## config.mk

```make
export PLATFORM = sky130hd
export DESIGN_NAME = mmio_pin_timer
export DESIGN_NICKNAME = d
export VERILOG_FILES = /design/src/rtl/mmio_pkg.sv /design/src/rtl/mmio_ctrl.sv /design/src/rtl/mmio_dp.sv /design/src/rtl/mmio_pin_timer.sv
export SDC_FILE = /design/constraint.sdc
export NUM_CORES = 1
export LEC_CHECK = 0
export ABC_AREA = 1
export BUFFER_PORTS_ARGS = -buffer_cell sky130_fd_sc_hd__buf_4
export CELL_PAD_IN_SITES_DETAIL_PLACEMENT = 0
export CELL_PAD_IN_SITES_GLOBAL_PLACEMENT = 1
export CORE_MARGIN = 8
export CORE_UTILIZATION = 40
export CTS_BUF_LIST = sky130_fd_sc_hd__clkbuf_4 sky130_fd_sc_hd__clkbuf_8 sky130_fd_sc_hd__clkbuf_16
export DETAILED_ROUTE_END_ITERATION = 16
export GPL_TIMING_DRIVEN = 0
export PLACE_DENSITY_LB_ADDON = 0.1
export SLEW_MARGIN = 20
export SYNTH_ARGS = -nofsm -noshare
export SYNTH_HDL_FRONTEND = slang
export SYNTH_SLANG_ARGS = --single-unit
```

## constraint.sdc

```tcl
create_clock -name clk -period 3 [get_ports clk]
set_clock_uncertainty 0.15 [all_clocks]
set_input_delay 0.15 -clock clk [delete_from_list [all_inputs] [get_ports clk]]
set_output_delay 0.15 -clock clk [all_outputs]
set_load 0.01 [all_outputs]
```

## src/rtl/mmio_pkg.sv

```systemverilog
package mmio_pkg;
  localparam int TIMER_BYTES = 8;
  localparam int TIMER_W     = 8 * TIMER_BYTES;
  localparam int WIN_BYTES   = 256;
  localparam int OFF_W       = $clog2(WIN_BYTES);
  localparam int DIR_OFF     = 0;
  localparam int DATA_OFF    = 1;
  localparam int TIM_OFF     = 2;
  localparam int CMP_OFF     = TIM_OFF + TIMER_BYTES;
  localparam int STAT_OFF    = CMP_OFF + TIMER_BYTES;
  localparam int TIMER_PEND_BIT = 7;
  localparam int PIN_PEND_BIT   = 16;

  // Strobes from decode to the register datapath
  typedef struct packed {
    logic                   dirWe;
    logic                   dataWe;
    logic [TIMER_BYTES-1:0] timWe;
    logic [TIMER_BYTES-1:0] cmpWe;
    logic                   pendClr;
    logic                   rdSel;
    logic [OFF_W-1:0]       rdOff;
  } strobe_t;
endpackage

```

## src/rtl/mmio_ctrl.sv

```systemverilog
module mmio_ctrl
  import mmio_pkg::*;
#(
  parameter int ADDR_W = 32
) (
  input  logic              clk,
  input  logic              rst_n,
  input  logic              csrWe,
  input  logic [ADDR_W-1:0] csrWdata,
  input  logic              busValid,
  input  logic              busWrite,
  input  logic [ADDR_W-1:0] busAddr,
  input  logic [7:0]        busWdata,
  output strobe_t           strb,
  output logic              busHit
);
  logic [ADDR_W-1:0] baseReg;
  logic [ADDR_W-1:0] offset;
  logic              winOn;
  logic              wr;

  always_ff @(posedge clk or negedge rst_n) begin
    if (!rst_n)     baseReg <= '0;
    else if (csrWe) baseReg <= csrWdata;
  end

  // Modular subtraction handles windows that wrap past the top of memory
  assign offset = busAddr - baseReg;
  assign winOn  = (baseReg != '0);
  assign busHit = busValid && winOn && (offset < ADDR_W'(WIN_BYTES));
  assign wr     = busHit && busWrite;

  always_comb begin
    strb         = '0;
    strb.dirWe   = wr && (offset == ADDR_W'(DIR_OFF));
    strb.dataWe  = wr && (offset == ADDR_W'(DATA_OFF));
    for (int i = 0; i < TIMER_BYTES; i++) begin
      strb.timWe[i] = wr && (offset == ADDR_W'(TIM_OFF + i));
      strb.cmpWe[i] = wr && (offset == ADDR_W'(CMP_OFF + i));
    end
    strb.pendClr = wr && (offset == ADDR_W'(STAT_OFF)) && busWdata[0];
    strb.rdSel   = busHit && !busWrite;
    strb.rdOff   = offset[OFF_W-1:0];
  end

  assert_off_no_hit_R2: assert property (@(posedge clk) disable iff (!rst_n)
    (baseReg == '0) |-> !busHit);

  assert_single_target_R3: assert property (@(posedge clk) disable iff (!rst_n)
    $onehot0({strb.dirWe, strb.dataWe, strb.timWe, strb.cmpWe, strb.pendClr}));
endmodule

```

## src/rtl/mmio_dp.sv

```systemverilog
module mmio_dp
  import mmio_pkg::*;
#(
  parameter int PINS = 4
) (
  input  logic            clk,
  input  logic            rst_n,
  input  strobe_t         strb,
  input  logic [7:0]      busWdata,
  input  logic [PINS-1:0] pinIn,
  output logic [7:0]      busRdata,
  output logic [PINS-1:0] pinOut,
  output logic [PINS-1:0] pinDir,
  output logic            pendTimer,
  output logic            pendPin
);
  localparam int IDX_W = $clog2(TIMER_BYTES);

  logic [PINS-1:0]    dirReg, outReg, pinQ, pinChg;
  logic [TIMER_W-1:0] timer, cmpVal, timNext, cmpNext;
  logic [OFF_W-1:0]   timIdx, cmpIdx;

  assign pinChg = (pinIn ^ pinQ) & ~dirReg;

  always_comb begin
    timNext = timer + 1'b1;
    cmpNext = cmpVal;
    if (|strb.timWe) timNext = timer;
    for (int i = 0; i < TIMER_BYTES; i++) begin
      if (strb.timWe[i]) timNext[8*i +: 8] = busWdata;
      if (strb.cmpWe[i]) cmpNext[8*i +: 8] = busWdata;
    end
  end

  always_ff @(posedge clk or negedge rst_n) begin
    if (!rst_n) begin
      dirReg  <= '0;
      outReg  <= '0;
      pinQ    <= '0;
      timer   <= '0;
      cmpVal  <= '1;
      pendPin <= 1'b0;
    end else begin
      pinQ   <= pinIn;
      timer  <= timNext;
      cmpVal <= cmpNext;
      if (strb.dirWe)  dirReg <= busWdata[PINS-1:0];
      if (strb.dataWe) outReg <= (outReg & ~dirReg) | (busWdata[PINS-1:0] & dirReg);
      if (|pinChg)           pendPin <= 1'b1;
      else if (strb.pendClr) pendPin <= 1'b0;
    end
  end

  assign pendTimer = (timer >= cmpVal);
  assign pinOut    = outReg;
  assign pinDir    = dirReg;

  assign timIdx = strb.rdOff - OFF_W'(TIM_OFF);
  assign cmpIdx = strb.rdOff - OFF_W'(CMP_OFF);

  always_comb begin
    busRdata = '0;
    if (strb.rdSel) begin
      if (strb.rdOff == OFF_W'(DIR_OFF))
        busRdata = 8'(dirReg);
      else if (strb.rdOff == OFF_W'(DATA_OFF))
        busRdata = 8'((outReg & dirReg) | (pinQ & ~dirReg));
      else if (strb.rdOff >= OFF_W'(TIM_OFF) && strb.rdOff < OFF_W'(CMP_OFF))
        busRdata = timer[{timIdx[IDX_W-1:0], 3'b000} +: 8];
      else if (strb.rdOff >= OFF_W'(CMP_OFF) && strb.rdOff < OFF_W'(STAT_OFF))
        busRdata = cmpVal[{cmpIdx[IDX_W-1:0], 3'b000} +: 8];
      else if (strb.rdOff == OFF_W'(STAT_OFF))
        busRdata = {7'b0, pendPin};
    end
  end

  assert_dir_high_zero_R4: assert property (@(posedge clk) disable iff (!rst_n)
    (strb.rdSel && strb.rdOff == OFF_W'(DIR_OFF)) |-> (busRdata[7:PINS] == '0));

  assert_input_bits_hold_R5: assert property (@(posedge clk) disable iff (!rst_n)
    strb.dataWe |=> (((outReg ^ $past(outReg)) & ~$past(dirReg)) == '0));

  assert_timer_counts_R6: assert property (@(posedge clk) disable iff (!rst_n)
    (strb.timWe == '0) |=> (timer == $past(timer) + 1'b1));

  assert_timer_pend_holds_R8: assert property (@(posedge clk) disable iff (!rst_n)
    (pendTimer && strb.timWe == '0 && strb.cmpWe == '0 && timer != '1) |=> pendTimer);

  assert_pin_change_sets_R9: assert property (@(posedge clk) disable iff (!rst_n)
    (|pinChg) |=> pendPin);

  assert_reserved_zero_R10: assert property (@(posedge clk) disable iff (!rst_n)
    (strb.rdSel && strb.rdOff > OFF_W'(STAT_OFF)) |-> (busRdata == 8'h00));
endmodule

```

## src/rtl/mmio_pin_timer.sv

```systemverilog
module mmio_pin_timer
  import mmio_pkg::*;
#(
  parameter int ADDR_W = 32,
  parameter int PINS   = 4
) (
  input  logic              clk,
  input  logic              rst_n,
  input  logic              csrWe,
  input  logic [ADDR_W-1:0] csrWdata,
  input  logic              busValid,
  input  logic              busWrite,
  input  logic [ADDR_W-1:0] busAddr,
  input  logic [7:0]        busWdata,
  output logic [7:0]        busRdata,
  output logic              busHit,
  input  logic [PINS-1:0]   pinIn,
  output logic [PINS-1:0]   pinOut,
  output logic [PINS-1:0]   pinDir,
  output logic [31:0]       pendVec
);
  strobe_t strb;
  logic    pendTimer, pendPin;

  mmio_ctrl #(.ADDR_W(ADDR_W)) u_ctrl (
    .clk(clk), .rst_n(rst_n), .csrWe(csrWe), .csrWdata(csrWdata),
    .busValid(busValid), .busWrite(busWrite), .busAddr(busAddr),
    .busWdata(busWdata), .strb(strb), .busHit(busHit)
  );

  mmio_dp #(.PINS(PINS)) u_dp (
    .clk(clk), .rst_n(rst_n), .strb(strb), .busWdata(busWdata),
    .pinIn(pinIn), .busRdata(busRdata), .pinOut(pinOut), .pinDir(pinDir),
    .pendTimer(pendTimer), .pendPin(pendPin)
  );

  always_comb begin
    pendVec                 = '0;
    pendVec[TIMER_PEND_BIT] = pendTimer;
    pendVec[PIN_PEND_BIT]   = pendPin;
  end
endmodule

```

### After elaboration in Yosys (flattened, before gate mapping)

Cells that the tools add are included.

* register bits: 173
* input bits: 81
* output and inout bits: 49
* logic and storage cells: 121

* $add $sub $neg: 4
* order comparisons: 6
* eq/ne operators: 28
* shifts and indexed selects: 2
* mux-type cells: 17
* bitwise operators: 10
* reduce and logical (&&, ||, !) cells: 33

Operators with widths (count)
* 32-bit by 4-bit equality test with 1-bit output (second input constant): 8
* 32-bit by 3-bit equality test with 1-bit output (second input constant): 4
* 64-bit by 7-bit indexed part select with 8-bit output: 2
* 8-bit two-way mux: 13
* 32-bit by 5-bit equality test with 1-bit output (second input constant): 3
* 64-bit by 1-bit adder with 64-bit output (second input constant): 1
* 32-bit by 2-bit equality test with 1-bit output (second input constant): 2
* 64-bit greater-or-equal comparator: 1
* 64-bit two-way mux: 1
* 32-bit by 1-bit equality test with 1-bit output (second input constant): 1
* 32-bit zero test: 1
* 32-bit by 9-bit less-than comparator with 1-bit output (second input constant): 1
* 32-bit nonzero test: 1
* 32-bit subtractor: 1
* 1-bit logical AND: 26
* 4-bit bitwise AND: 4
* 2-bit inequality test (second input constant): 8
* 4-bit by 8-bit bitwise AND with 8-bit output: 1
* 8-bit by 1-bit equality test with 1-bit output (second input constant): 1
* 8-bit by 5-bit equality test with 1-bit output (second input constant): 1
* 8-bit by 2-bit greater-or-equal comparator with 1-bit output (second input constant): 1
* 8-bit by 4-bit greater-or-equal comparator with 1-bit output (second input constant): 1
* 8-bit zero test: 1
* 8-bit by 4-bit less-than comparator with 1-bit output (second input constant): 1
* 12 further kinds: 15

### Logic depth before layout (Yosys ltp)

* depth after elaboration: 8
* depth in mapped cells: 26
* depth with buffers taken out: 25

### By module

Synthesis repeated with hierarchy kept, for this count alone.

* cells, all modules: 2351
* area total of the unflattened synthesis: 15185.8 µm²

Modules (own cells, without submodules)
* mmio_dp: times used 1, cells an instance 1634, area each 10941.7 µm², sequential area each 3608.5 µm²
* mmio_ctrl: times used 1, cells an instance 684, area each 4000.1 µm², sequential area each 800.8 µm²
* mmio_pin_timer: times used 1, cells an instance 33, area each 244.0 µm², sequential area each 0.0 µm²

### Worst setup path before layout

Ideal clock, no wire load.

* kind: register -> register
* from: register u_ctrl.baseReg[0]
* to: register u_dp.timer[50]
* library setup time: 117 ps
* data arrival time: 2812 ps
* data required time: 2733 ps
* path slack: -80 ps
* stages on the path, launching flop included: 22
* buffers on the path: 2
* clock period less this slack: 3080 ps
* path through: dfrtp_1 ha_1 inv_1 fa_1 nand3_1 nand3_1 nand3_1 nand3_1 nand2_1 nand2_1 nor2_1 nand3b_1 nor2_4 nand4_2 nor2_4 buf_6 nand2_4 buf_2 nand2_1 o21ai_0 nand2_1 nand2_1

* longest elaborated chain between the ends: 7
* elaborated cells on any way between the ends: 25
* those cells by class: add/sub: 1; order compare: 1; eq/ne: 9; mux: 1; reduce/logical: 13

Ends and longest elaborated chain
* start, declared: RTL line mmio_ctrl.sv:17 `logic [ADDR_W-1:0] baseReg;`
* start signal, assigned: RTL line mmio_ctrl.sv:24 `else if (csrWe) baseReg <= csrWdata;`
* 32-bit subtractor or 32-bit nonzero test (tied branches): RTL line mmio_ctrl.sv:28, mmio_ctrl.sv:29
* 32-bit by 9-bit less-than comparator with 1-bit output or 1-bit logical AND (tied branches): RTL line mmio_ctrl.sv:30 `assign busHit = busValid && winOn && (offset < ADDR_W'(WIN_BYTES));`
* 1-bit logical AND: RTL line mmio_ctrl.sv:30
* 1-bit logical AND: RTL line mmio_ctrl.sv:31 `assign wr = busHit && busWrite;`
* 1-bit logical AND: RTL line mmio_ctrl.sv:38 `strb.timWe[i] = wr && (offset == ADDR_W'(TIM_OFF + i));`
* 8-bit OR reduction: RTL line mmio_dp.sv:28 `if (|strb.timWe) timNext = timer;`
* 2-bit inequality test (no source line)
* end signal, assigned: RTL line mmio_dp.sv:45 `timer <= timNext;`
* end, declared: RTL line mmio_dp.sv:20 `logic [TIMER_W-1:0] timer, cmpVal, timNext, cmpNext;`

Parallel ways exist; a longest one is shown, timed or not.
A chain may end at the register's enable or synchronous reset.

### Final worst setup path

* from: register u_ctrl.baseReg[0]
* to: output busRdata[0]

* longest elaborated chain between the ends: 8
* elaborated cells on any way between the ends: 25
* those cells by class: add/sub: 3; order compare: 5; eq/ne: 2; shift: 2; mux: 6; reduce/logical: 7

Ends and longest elaborated chain
* 32-bit subtractor: RTL line mmio_ctrl.sv:28 `assign offset = busAddr - baseReg;`
* 3-bit by 2-bit subtractor with 3-bit output (tied with other cells): RTL line mmio_dp.sv:58, mmio_dp.sv:59
* 64-bit by 7-bit indexed part select with 8-bit output (tied with other cells): RTL line mmio_dp.sv:71 `busRdata = cmpVal[{cmpIdx[IDX_W-1:0], 3'b000} +: 8];`
* 8-bit two-way mux: RTL line mmio_dp.sv:70 `else if (strb.rdOff >= OFF_W'(CMP_OFF) && strb.rdOff < OFF_W'(STAT_OFF))`
* 8-bit two-way mux: RTL line mmio_dp.sv:68 `else if (strb.rdOff >= OFF_W'(TIM_OFF) && strb.rdOff < OFF_W'(CMP_OFF))`
* 8-bit two-way mux: RTL line mmio_dp.sv:66 `else if (strb.rdOff == OFF_W'(DATA_OFF))`
* 8-bit two-way mux: RTL line mmio_dp.sv:64 `if (strb.rdOff == OFF_W'(DIR_OFF))`
* 8-bit two-way mux *: RTL line mmio_dp.sv:63 `if (strb.rdSel) begin`
* end, declared: RTL line mmio_pin_timer.sv:15 `output logic [7:0] busRdata,`

Every way passes the cells marked *; elsewhere a longest branch is shown, timed or not.

==> impl_metrics.yaml <==
run_status:
  status: "finished with violations"
  violations: "negative setup slack"
synth:
  synth_ff_type: "dfrtp_1"
  yosys-top-cells-area: "dfrtp_1 18%, nand2_1 18%, dfstp_2 11%"
  yosys.area.top_type: "dfrtp_1"
  synthArstFlopShare_pct: 100
  synth_edf_count: 0
  ys_ff_latch: 173
  synth_warnings: 0
  synth_top_area_share_pct: 18.0
  syn_area_um2: 15200
  synth_area_per_cell_um2: 6.52
  postSynthCellCount: 2328
  synth_cell_types: 59
  yosysSeqAreaShare_pct: 29.1
setup_path:
  regToRegEndpoint: "u_dp.timer[7]"
  critical_path.slowest_cell: "dfrtp_1"
  worstSetupPathType: "reg -> out"
  path_max_fanout: 4
  r2r_slack_ns: -0.65
  cp_slowest_stage_delay_ns: 0.38
  crit_chain: "ha_2, inv_2, fa_2, nand2_1, nand3_4, xor2_1, nor2_2, buf_4, nand3_1, o41ai_2, nand2_1, o211ai_1, a21oi_1, nor2_2, buf_4"
  reg2reg_depth: 20
  worstPathArrival_ns: 3.62
  r2r-start: "u_ctrl.baseReg[0]"
  worstPathRequired_ns: 2.70
  critPathLaunchType: "register"
  critical_path.endpoint_type: "primary output"
sta:
  timing.final.crit_share_pct: 131
  tightest_slew_ns: 1.14
  finalCriticalPeriod_ns: 3.92
  setup_viol: 147
  clock.fmax_ghz: 0.255
  finalMaxSlewViolations: 0
  finalHoldViolCount: 0
  rsz0062_at_grt: "true"
  timing.final.ws_setup_ns: -0.917
  slew_headroom_pct: 23.8
die:
  ios: 130
  dieArea_um2: 44400
  rows: 71
  die_w_um: 211
  die_h_um: 211
  start_util_pct: 40.5
  coreArea_um2: 37500
global_route:
  antenna_found_initial: 0
  grtUsageTotal_pct: 27.4
  met3_usage_pct: 5.12
  grt-ovfl-total: 0
  grt_pass1_vias: 15400
  grt_pass1_wl_mm: 93.8
  busiest_layer: "met1"
  grt_use_met1_pct: 41.0
  grt_util_met2_pct: 40.1
  grt_start_max_net_pins: 88
pwr:
  total_power_mw: 7.23
  p_per_area_nw_per_um2: 357
  leakagePower_nw: 9.45
  irDropWorstVdd_mv: 0.428
hold_path:
  hold_path_startpoint: "csrWe"
  hold_end: "u_ctrl.baseReg[21]"
  min_path_type: "in -> reg"
  holdPathStages: 2
place:
  place_hpwl_mm: 46.7
  gp_congestion: 0.987
  place_ws_ns: -1.36
  dp_cells: 2967
  place.port_buffers: 98
clock_tree:
  cts_buffers: 17
  clockBufferDepth: 2
  path_clk_slew_ns: 0.07
  clock_latency_ns: 0.47
  cts_tree: "built"
  cts.root.buffer_cell: "clkbuf_16"
  cts_max_level: 4
  cts_num_sinks: 173
flow_run:
  maxCapViolCount: 0
routing:
  firstDrtPassIters: 7
  num_vias: 16900
  drc: 0
  avgRoutedWirePerCell_um: 20.2
  avgViaCountPerCell: 5.42
  route.antenna.remaining_nets: 0
  drtIter0Drc: 1518
  wirelength_mm: 63.2
final_layout:
  drive_above_1_share_pct: 24.9
  stdcell_count: 3122
  areaGrowthSynthToFinish_pct: 33.3
  layout_commonest_cell: "nand2_1"
  final_nets: 2777
  mostFrequentLayoutCells: "639 x nand2_1, 304 x inv_1, 182 x buf_4, 142 x nand3_1, 111 x nor2_1"
  n_antenna_cell: 0
  final_util_pct: 53.9
==> logic make-up (layout without fill, tap and decap cells) <==
logic type / after synthesis / after routing / synth area share [%]
AND/OR/NAND/NOR: 1184 / 1187 / 33.6
buffers and inverters: 434 / 685 / 12.1
other: 1 / 30 / 0.0247
XOR/XNOR: 55 / 55 / 3.18
AO/OA/AOI/OAI: 383 / 383 / 13.9
adder cells (fa/ha/maj): 98 / 98 / 8.13
flip-flops: 173 / 173 / 29.1
==> metrics by stage <==
step,cell area (um^2),hold slack (ns),setup TNS (ns)
2_1_floorplan,15300,-0.296,0
3_3_place_gp,16700,0.126,-147.29
3_5_place_dp,16700,0.0634,-147.91
4_1_cts,18700,0.0566,-93.67
5_1_grt,20200,0.0958,-95.58
6_report,20200,0.0710,-67.41
==> worst max path at each step <==
stage	start	end	slack, ns	cells past startpoint
global placement	u_ctrl.baseReg[0]	busRdata[6]	-1.36	14
floorplan	u_ctrl.baseReg[0]	u_dp.timer[16]	0.009	22
CTS	u_ctrl.baseReg[0]	busRdata[2]	-0.89	18
finish	u_ctrl.baseReg[0]	busRdata[0]	-0.92	15
global route	u_ctrl.baseReg[2]	busRdata[0]	-1.07	17
detailed placement	u_ctrl.baseReg[0]	busRdata[6]	-1.36	14
==> power by group <==
group / leakage [nW] / internal, mW / total (mW) / switching [mW]
Combinational: 7.08 / 0.911 / 2.56 / 1.65
Sequential: 2.09 / 2.38 / 2.40 / 0.0240
Clock: 0.281 / 1.12 / 2.26 / 1.14
==> state kept, by name, indices dropped and copies added, names as in the netlist, named ones only <==
signal	count
u_dp.cmpVal	64
u_dp.pinDir	4
u_dp.timer	64
u_ctrl.baseReg	32
u_dp.pendPin	1
u_dp.pinQ	4
==> critical path: cells and delay by family, from the launching register on <==
family                     cells  cell delay [ns]
DFF                            1             0.38
xor gates and xnor gates       1             0.17
adders and majority gates      2             0.56
buffers and inverters          3             0.36
and+or+nand+nor                6             1.04
AOI/OAI and AO/OA              3             0.64
==> final cells by class <==
class	count	area [um^2]
sequential	173	4420
tap	511	639
multi-input combinational	1753	10500
clock inverter	12	95.1
timing repair buffer	219	2050
inverter	337	1270
buffer	97	773
fill	3723	17300
clock buffer	20	454
==> Yosys cell counts (all sizes together) (2+ instances only) <==
| cell | count |
|---|---|
| nand2 | 721 |
| inv | 334 |
| o21ai | 230 |
| nor2 | 162 |
| nand3 | 155 |
| dfrtp | 109 |
| ha | 97 |
| buf | 67 |
| dfstp | 64 |
| a21oi | 60 |
| nor3 | 55 |
| o22ai | 54 |
| nand4 | 52 |
| xor2 | 44 |
| clkbuf | 30 |
| nor4 | 19 |
| xnor2 | 11 |
| a211oi | 6 |
| o21bai | 6 |
| nand3b | 5 |
| and2 | 4 |
| o211ai | 4 |
| o31ai | 4 |
| or2 | 4 |
| clkinv | 3 |
| nor3b | 3 |
| o221ai | 3 |
| a221oi | 2 |
| a32oi | 2 |
| a41oi | 2 |
| o2111ai | 2 |
| or3 | 2 |
==> per-layer routing <==
metal  routed length (um)  vias up
met2                26700      654
met5                    0        -
met3                 4970      105
met4                 1330        0
met1                30200     8052
li1                     -     8118
==> repair_timing <==
action | in CTS | in global routing
pin swaps | 42 | 39
cloned | 1 | 10
setup buffers | 31 | 43
resized for setup | 214 | 251
hold buffers | 38 | 0
endpoints found under the setup margin | 147 | 147
hold endpoints to repair | 124 | 0
No activity file was read; power rests on OpenSTA's default activity.
